--- src/rtl/uart_rx_pkg.sv ---
package uart_rx_pkg;
  localparam int CHAR_W  = 8;
  localparam int MIN_LEN = 5;

  typedef enum logic [1:0] {
    PAR_OFF  = 2'b00,
    PAR_ODD  = 2'b01,
    PAR_EVEN = 2'b10,
    PAR_OFF2 = 2'b11
  } par_mode_e;

  typedef struct packed {
    logic              brk;
    logic              frm;
    logic              par;
    logic [CHAR_W-1:0] data;
  } rx_entry_t;
endpackage

--- src/rtl/rxf_char_fmt.sv ---
module rxf_char_fmt
  import uart_rx_pkg::*;
(
  input  logic [CHAR_W-1:0] raw,
  input  logic              par_bit,
  input  logic [1:0]        len_sel,
  input  logic [1:0]        par_sel,
  output logic [CHAR_W-1:0] data,
  output logic              par_err
);
  logic [CHAR_W-1:0] keep;
  logic              ones_odd;

  for (genvar g = 0; g < CHAR_W; g++) begin : g_keep
    assign keep[g] = (g < MIN_LEN + int'(len_sel));
  end

  assign data     = raw & keep;
  assign ones_odd = (^data) ^ par_bit;

  always_comb begin
    unique case (par_mode_e'(par_sel))
      PAR_ODD:  par_err = ~ones_odd;
      PAR_EVEN: par_err = ones_odd;
      default:  par_err = 1'b0;
    endcase
  end
endmodule

--- src/rtl/rxf_store.sv ---
module rxf_store
  import uart_rx_pkg::*;
#(
  parameter int DEPTH = 16,
  parameter int CNT_W = $clog2(DEPTH + 1)
) (
  input  logic             clk,
  input  logic             rst_n,
  input  logic             clr,
  input  logic             push,
  input  rx_entry_t        wr_entry,
  input  logic             pop,
  output rx_entry_t        rd_entry,
  output logic [CNT_W-1:0] count,
  output logic             full,
  output logic             empty,
  output logic             err_pending
);
  localparam int PTR_W = (DEPTH > 1) ? $clog2(DEPTH) : 1;
  localparam logic [CNT_W-1:0] FULL_CNT = CNT_W'(DEPTH);
  localparam logic [PTR_W-1:0] LAST_PTR = PTR_W'(DEPTH - 1);

  rx_entry_t        mem [DEPTH];
  logic [PTR_W-1:0] wr_ptr, rd_ptr;
  logic [CNT_W-1:0] err_cnt;
  logic             do_push, do_pop, push_bad, pop_bad;

  function automatic logic [PTR_W-1:0] step_ptr(input logic [PTR_W-1:0] p);
    return (p == LAST_PTR) ? '0 : p + 1'b1;
  endfunction

  function automatic logic has_err(input rx_entry_t e);
    return e.brk | e.frm | e.par;
  endfunction

  assign full     = (count == FULL_CNT);
  assign empty    = (count == '0);
  assign do_push  = push && !full && !clr;
  assign do_pop   = pop && !empty && !clr;
  assign push_bad = do_push && has_err(wr_entry);
  assign pop_bad  = do_pop && has_err(mem[rd_ptr]);
  assign rd_entry = empty ? '0 : mem[rd_ptr];
  assign err_pending = (err_cnt != '0);

  always_ff @(posedge clk) begin
    if (do_push) mem[wr_ptr] <= wr_entry;
  end

  always_ff @(posedge clk or negedge rst_n) begin
    if (!rst_n) begin
      wr_ptr  <= '0;
      rd_ptr  <= '0;
      count   <= '0;
      err_cnt <= '0;
    end else if (clr) begin
      wr_ptr  <= '0;
      rd_ptr  <= '0;
      count   <= '0;
      err_cnt <= '0;
    end else begin
      if (do_push) wr_ptr <= step_ptr(wr_ptr);
      if (do_pop)  rd_ptr <= step_ptr(rd_ptr);
      unique case ({do_push, do_pop})
        2'b10:   count <= count + 1'b1;
        2'b01:   count <= count - 1'b1;
        default: count <= count;
      endcase
      unique case ({push_bad, pop_bad})
        2'b10:   err_cnt <= err_cnt + 1'b1;
        2'b01:   err_cnt <= err_cnt - 1'b1;
        default: err_cnt <= err_cnt;
      endcase
    end
  end
endmodule

--- src/rtl/rxf_trigger.sv ---
module rxf_trigger #(
  parameter int DEPTH = 16,
  parameter int CNT_W = $clog2(DEPTH + 1),
  parameter int LVL0  = 1,
  parameter int LVL1  = 4,
  parameter int LVL2  = 8,
  parameter int LVL3  = 14
) (
  input  logic [CNT_W-1:0] count,
  input  logic [1:0]       sel,
  output logic             req
);
  localparam int THR [4] = '{LVL0, LVL1, LVL2, LVL3};

  logic [CNT_W-1:0] thr_cnt [4];

  for (genvar g = 0; g < 4; g++) begin : g_thr
    assign thr_cnt[g] = CNT_W'(THR[g]);
  end

  assign req = (count >= thr_cnt[sel]);
endmodule

--- src/rtl/uart_rx_fifo.sv ---
module uart_rx_fifo
  import uart_rx_pkg::*;
#(
  parameter int DEPTH = 16,
  localparam int LVL_W = $clog2(DEPTH + 1)
) (
  input  logic              clk,
  input  logic              rst_n,
  input  logic [1:0]        cfg_len,
  input  logic [1:0]        cfg_par,
  input  logic [1:0]        cfg_trig,
  input  logic              fifo_clr,
  input  logic              in_valid,
  input  logic [CHAR_W-1:0] in_data,
  input  logic              in_par_bit,
  input  logic              in_frm_err,
  input  logic              in_brk,
  output logic              out_valid,
  input  logic              out_ready,
  output logic [CHAR_W-1:0] out_data,
  output logic              out_par_err,
  output logic              out_frm_err,
  output logic              out_brk,
  input  logic              lsr_read,
  output logic              overrun,
  output logic              err_any,
  output logic              data_req,
  output logic [LVL_W-1:0]  level
);
  logic [CHAR_W-1:0] fmt_data;
  logic              fmt_perr;
  rx_entry_t         wr_e, rd_e;
  logic              st_full, st_empty, st_err;
  logic              ovr_q, lost;

  rxf_char_fmt u_fmt (
    .raw     (in_data),
    .par_bit (in_par_bit),
    .len_sel (cfg_len),
    .par_sel (cfg_par),
    .data    (fmt_data),
    .par_err (fmt_perr)
  );

  assign wr_e = '{brk: in_brk, frm: in_frm_err, par: fmt_perr, data: fmt_data};

  rxf_store #(.DEPTH(DEPTH), .CNT_W(LVL_W)) u_store (
    .clk         (clk),
    .rst_n       (rst_n),
    .clr         (fifo_clr),
    .push        (in_valid),
    .wr_entry    (wr_e),
    .pop         (out_ready),
    .rd_entry    (rd_e),
    .count       (level),
    .full        (st_full),
    .empty       (st_empty),
    .err_pending (st_err)
  );

  rxf_trigger #(.DEPTH(DEPTH), .CNT_W(LVL_W)) u_trig (
    .count (level),
    .sel   (cfg_trig),
    .req   (data_req)
  );

  assign lost = in_valid && st_full && !fifo_clr;

  always_ff @(posedge clk or negedge rst_n) begin
    if (!rst_n) ovr_q <= 1'b0;
    else        ovr_q <= (ovr_q && !lsr_read) || lost;
  end

  assign overrun     = ovr_q;
  assign err_any     = st_err;
  assign out_valid   = !st_empty;
  assign out_data    = rd_e.data;
  assign out_par_err = rd_e.par;
  assign out_frm_err = rd_e.frm;
  assign out_brk     = rd_e.brk;
endmodule

--- config.mk ---
export PLATFORM = sky130hd
export DESIGN_NAME = uart_rx_fifo
export DESIGN_NICKNAME = d
export VERILOG_FILES = /design/src/rtl/uart_rx_pkg.sv /design/src/rtl/rxf_char_fmt.sv /design/src/rtl/rxf_store.sv /design/src/rtl/rxf_trigger.sv /design/src/rtl/uart_rx_fifo.sv
export SDC_FILE = /design/constraint.sdc
export NUM_CORES = 1
export LEC_CHECK = 0
export ABC_AREA = 1
export BUFFER_PORTS_ARGS = -buffer_cell sky130_fd_sc_hd__buf_2
export CORE_ASPECT_RATIO = 0.75
export CORE_MARGIN = 2
export CORE_UTILIZATION = 50
export CTS_CLUSTER_SIZE = 12
export DETAILED_ROUTE_END_ITERATION = 16
export GPL_TIMING_DRIVEN = 0
export PLACE_DENSITY_LB_ADDON = 0.12
export SYNTH_ARGS = -nofsm -noshare
export SYNTH_HDL_FRONTEND = slang
export SYNTH_SLANG_ARGS = --single-unit
--- constraint.sdc ---
create_clock -name clk -period 3.4 [get_ports clk]
set_clock_uncertainty 0.1 [all_clocks]
set_input_delay 0.68 -clock clk [delete_from_list [all_inputs] [get_ports clk]]
set_output_delay 0.68 -clock clk [all_outputs]
set_load 0.02 [all_outputs]
==> summary.md <==
| Metric | Value |
|---|---|
| P_leak | ~3.8 nW |
| DR vias | roughly 6,200 |
| Per-cell routed wire length | 20.83 um |
| Core Region | 16,830 sq um |
| Total track usage | 0.2491 |
| FF+latch count, synth | slightly below 200 |
| Cell Area, Synth | between 8000 and 9000 sq um |
| WHS | 0.08790 ns |
| Post-synthesis area per instance | ~11 sq um |
| Max FO, Critical Path | 10 |
| Starting density of the core | 0.5122 |
| Crit path launch type | flip-flop |
| CP Data Required Time | approximately 2.6 ns |
| Clk sinks | 195 |
| Reg2Reg Setup Slack | 0.18 ns |
| Global placement routability congestion | about 0.83 |
| Layout cell share with drive strength beyond 1 | 0.1606 |
| Pwr Density | around 710 nW/um^2 |
| Die Ht | ~120 um |
| Antenna cells | 0 |
| Final nets | 880 |
| Ys Warns | 0 |
| Vias in the first global route | 5,744 |
| Worst slack at placement | -0.5142 ns |
| Layout area overhead | 14.88% |
| Largest net degree at the start of global routing | 20 |
| FF-to-FF End | u_store.err_cnt[4] |
| Worst-path clk slew | 0.07 ns |
| Tmin final | 3.326 ns |
| I/O pin count | 43 |
| Port Buf Inserts | between 40 and 50 |
| Die ar. | 18,310 sq um |
| PnR worst setup slack | approximately 0.074 ns |
| Count of cell types in the netlist | 36 |
| Via/cell ratio | around 5.8 |
| RSZ-0062 raised after global routing | yes |
| Syn Nets | 812 |
| CP startpoint | u_store.rd_ptr[2] |
| Crit Path Class | flip-flop to output pin |
| Fin crit share | 0.9782 |
| CP Capture Point | out_data[4] |
| Critical R2R Launch | u_store.rd_ptr[1] |
| Post-synthesis cell count | a little under 800 |
| Achievable Freq | approximately 0.30 GHz |
| Relative slew margins | 0.08213 |
| Grt peak-use layer | met1 |
| Maxcap violations | 0 |
| Worst skew pair latency | between 0.4 and 0.5 ns |
| Endpoints failing hold | 0 |
| Sequential cell area fraction in the yosys report | 0.6684 |
| HP Class | input port to asynchronous set/reset pin |
| CTS Hold Bufs | 0 |
| CTS Buffer Depth | 2 |
| Worst path arrival time | between 2 and 3 ns |
| DR pass1 iterations | 5 |
| Peak VDD IR | roughly 340 uV |
| Final setup viols | 0 |
| Die width | approximately 160 um |
| Antenna-violating nets left | 0 |
| Total congestion overflow | 0 |
| Crit end category | output pin |
| Outcome | completed |
| Initial antenna violation count | 0 |
| R2R depth | 23 |
| CTS tree | built |
| # rows | 41 |
| Worst slew pin tran | approximately 1.4 ns |
| GR Util met3 | 0.05265 |
| M2 GR Usage | 0.3662 |
| CTS Buf Count | 17 |
| Clock root cell | clkbuf_16 |
| GR Util met1 | 0.3762 |
| First DRT Iteration DRCs | ~760 |
| Final Slew Violations | 0 |
| Post-route DRC | 0 |
| Global-route wire length before repair | ~33 mm |
| Drt total wl | ~22 mm |
| DP Wirelength | about 15 mm |
| H-Tree Depth | 4 |
cells in the final DEF (no fill, tap or decap), types with 5 or more instances in the layout:
cell type,n
edfxtp_1,176
nand2_1,123
nor2_1,103
o21ai_0,82
inv_1,59
nand3_1,57
buf_2,48
o221ai_1,19
dfrtp_1,18
clkbuf_16,17
ha_1,15
a21oi_1,14
buf_4,10
clkbuf_4,10
o22ai_1,9
buf_6,7
clkbuf_1,7
o221ai_2,7
clkbuf_2,6
nand4_1,5
clkinv_1,5
layer usage:
metal,routed length (um),vias up
li1,-,2861
met4,283,0
met2,10020,273
met1,9960,3033
met5,0,-
met3,1978,25
stage by stage:
step / power (W) / instance area [sq um] / std cells / utilization / setup TNS [ns]
finish: 0.006999 / 9901 / 1068 / 0.5884 / 0
global route: 0.007315 / 9901 / 1068 / 0.5884 / -0.06472
CTS: 0.006916 / 9773 / 1064 / 0.5808 / 0
detailed placement: 0.004921 / 9154 / 1033 / 0.5440 / -0.7923
global placement: 0.004862 / 9097 / 1029 / 0.5407 / -0.9832
floorplan: 0.004193 / 8618 / 772 / - / 0
worst max-delay path: stages, from the launching register on:
cell and delay, ns:
dfrtp_1 0.32, buf_2 0.21, clkbuf_2 0.34, clkbuf_1 0.49
o221ai_1 0.35, nand3_1 0.14, a21oi_1 0.08, buf_2 0.19
cell type report:
cell class              count  area, sq um
well taps                 215        269.0
flip-flops and latches    195         5762
clock buffers              18        429.2
repair buffers             50        284.0
plain buffers              37        237.7
multi-input cells         473         2510
clock inverters            14        157.7
inverters                  66        251.5
fillers                  1396         6925
cell usage after synthesis (all sizes together):
library cell	count	area share
clkinv	2	0.00087
nor3	4	0.0023
a21boi	1	0.00087
xnor2	4	0.0041
o22ai	11	0.0080
nor2	106	0.046
xor2	4	0.0041
o21ai	86	0.050
nor4	1	0.0015
buf	15	0.011
a21oi	15	0.0091
fa	2	0.0046
edfxtp	176	0.61
dfrtp	19	0.055
o32ai	1	0.0010
o21a	1	0.00087
o211ai	4	0.0035
nand2	126	0.056
nand4	5	0.0036
clkbuf	23	0.010
a31oi	1	0.00073
nand3	59	0.035
a32o	1	0.0012
o221ai	26	0.026
ha	15	0.022
inv	64	0.028
state kept, by name (all words and copies together) (netlist names):
register and count:
u_store.rd_ptr 4, u_store.err_cnt 5, u_store.wr_ptr 4, u_store.mem 176
overrun 1, u_store.count 5
repair_timing:
| item | in CTS | in global routing |
|---|---|---|
| pin swaps | 0 | 3 |
| gates cloned | 0 | 0 |
| setup buffers | 0 | 4 |
| endpoints found under the setup margin | 9 | 9 |
| endpoints found under the hold margin | 0 | 0 |
| resized for setup | 22 | 34 |
power by group:
part	internal [W]	leakage [nW]	switching, W	total (W)
Combinational	0.000707	1.69	0.00149	0.00220
Clock	0.00115	0.283	0.000864	0.00202
Sequential	0.00270	1.85	0.0000840	0.00279
cells by family (layout without fill, tap and decap cells):
logic type                 count (synthesis)  after routing  share of synthesized area
AOI/OAI and AO/OA                        147            147                     0.1016
xor gates and xnor gates                   8              8                   0.008129
adders and majority gates                 17             17                    0.02642
buffers and inverters                    104            185                    0.04980
DFF                                      195            195                     0.6684
and+or+nand+nor                          301            301                     0.1456
worst min-delay path by stage:
| stage | from | to | cells past startpoint |
|---|---|---|---|
| floorplan | rst_n | overrun | 0 |
| global placement | overrun | overrun | 2 |
| detailed placement | overrun | overrun | 2 |
| CTS | rst_n | u_store.err_cnt[3] | 1 |
| global route | rst_n | u_store.err_cnt[3] | 1 |
| finish | rst_n | u_store.err_cnt[3] | 1 |
No activity file was read; power rests on OpenSTA's default activity.
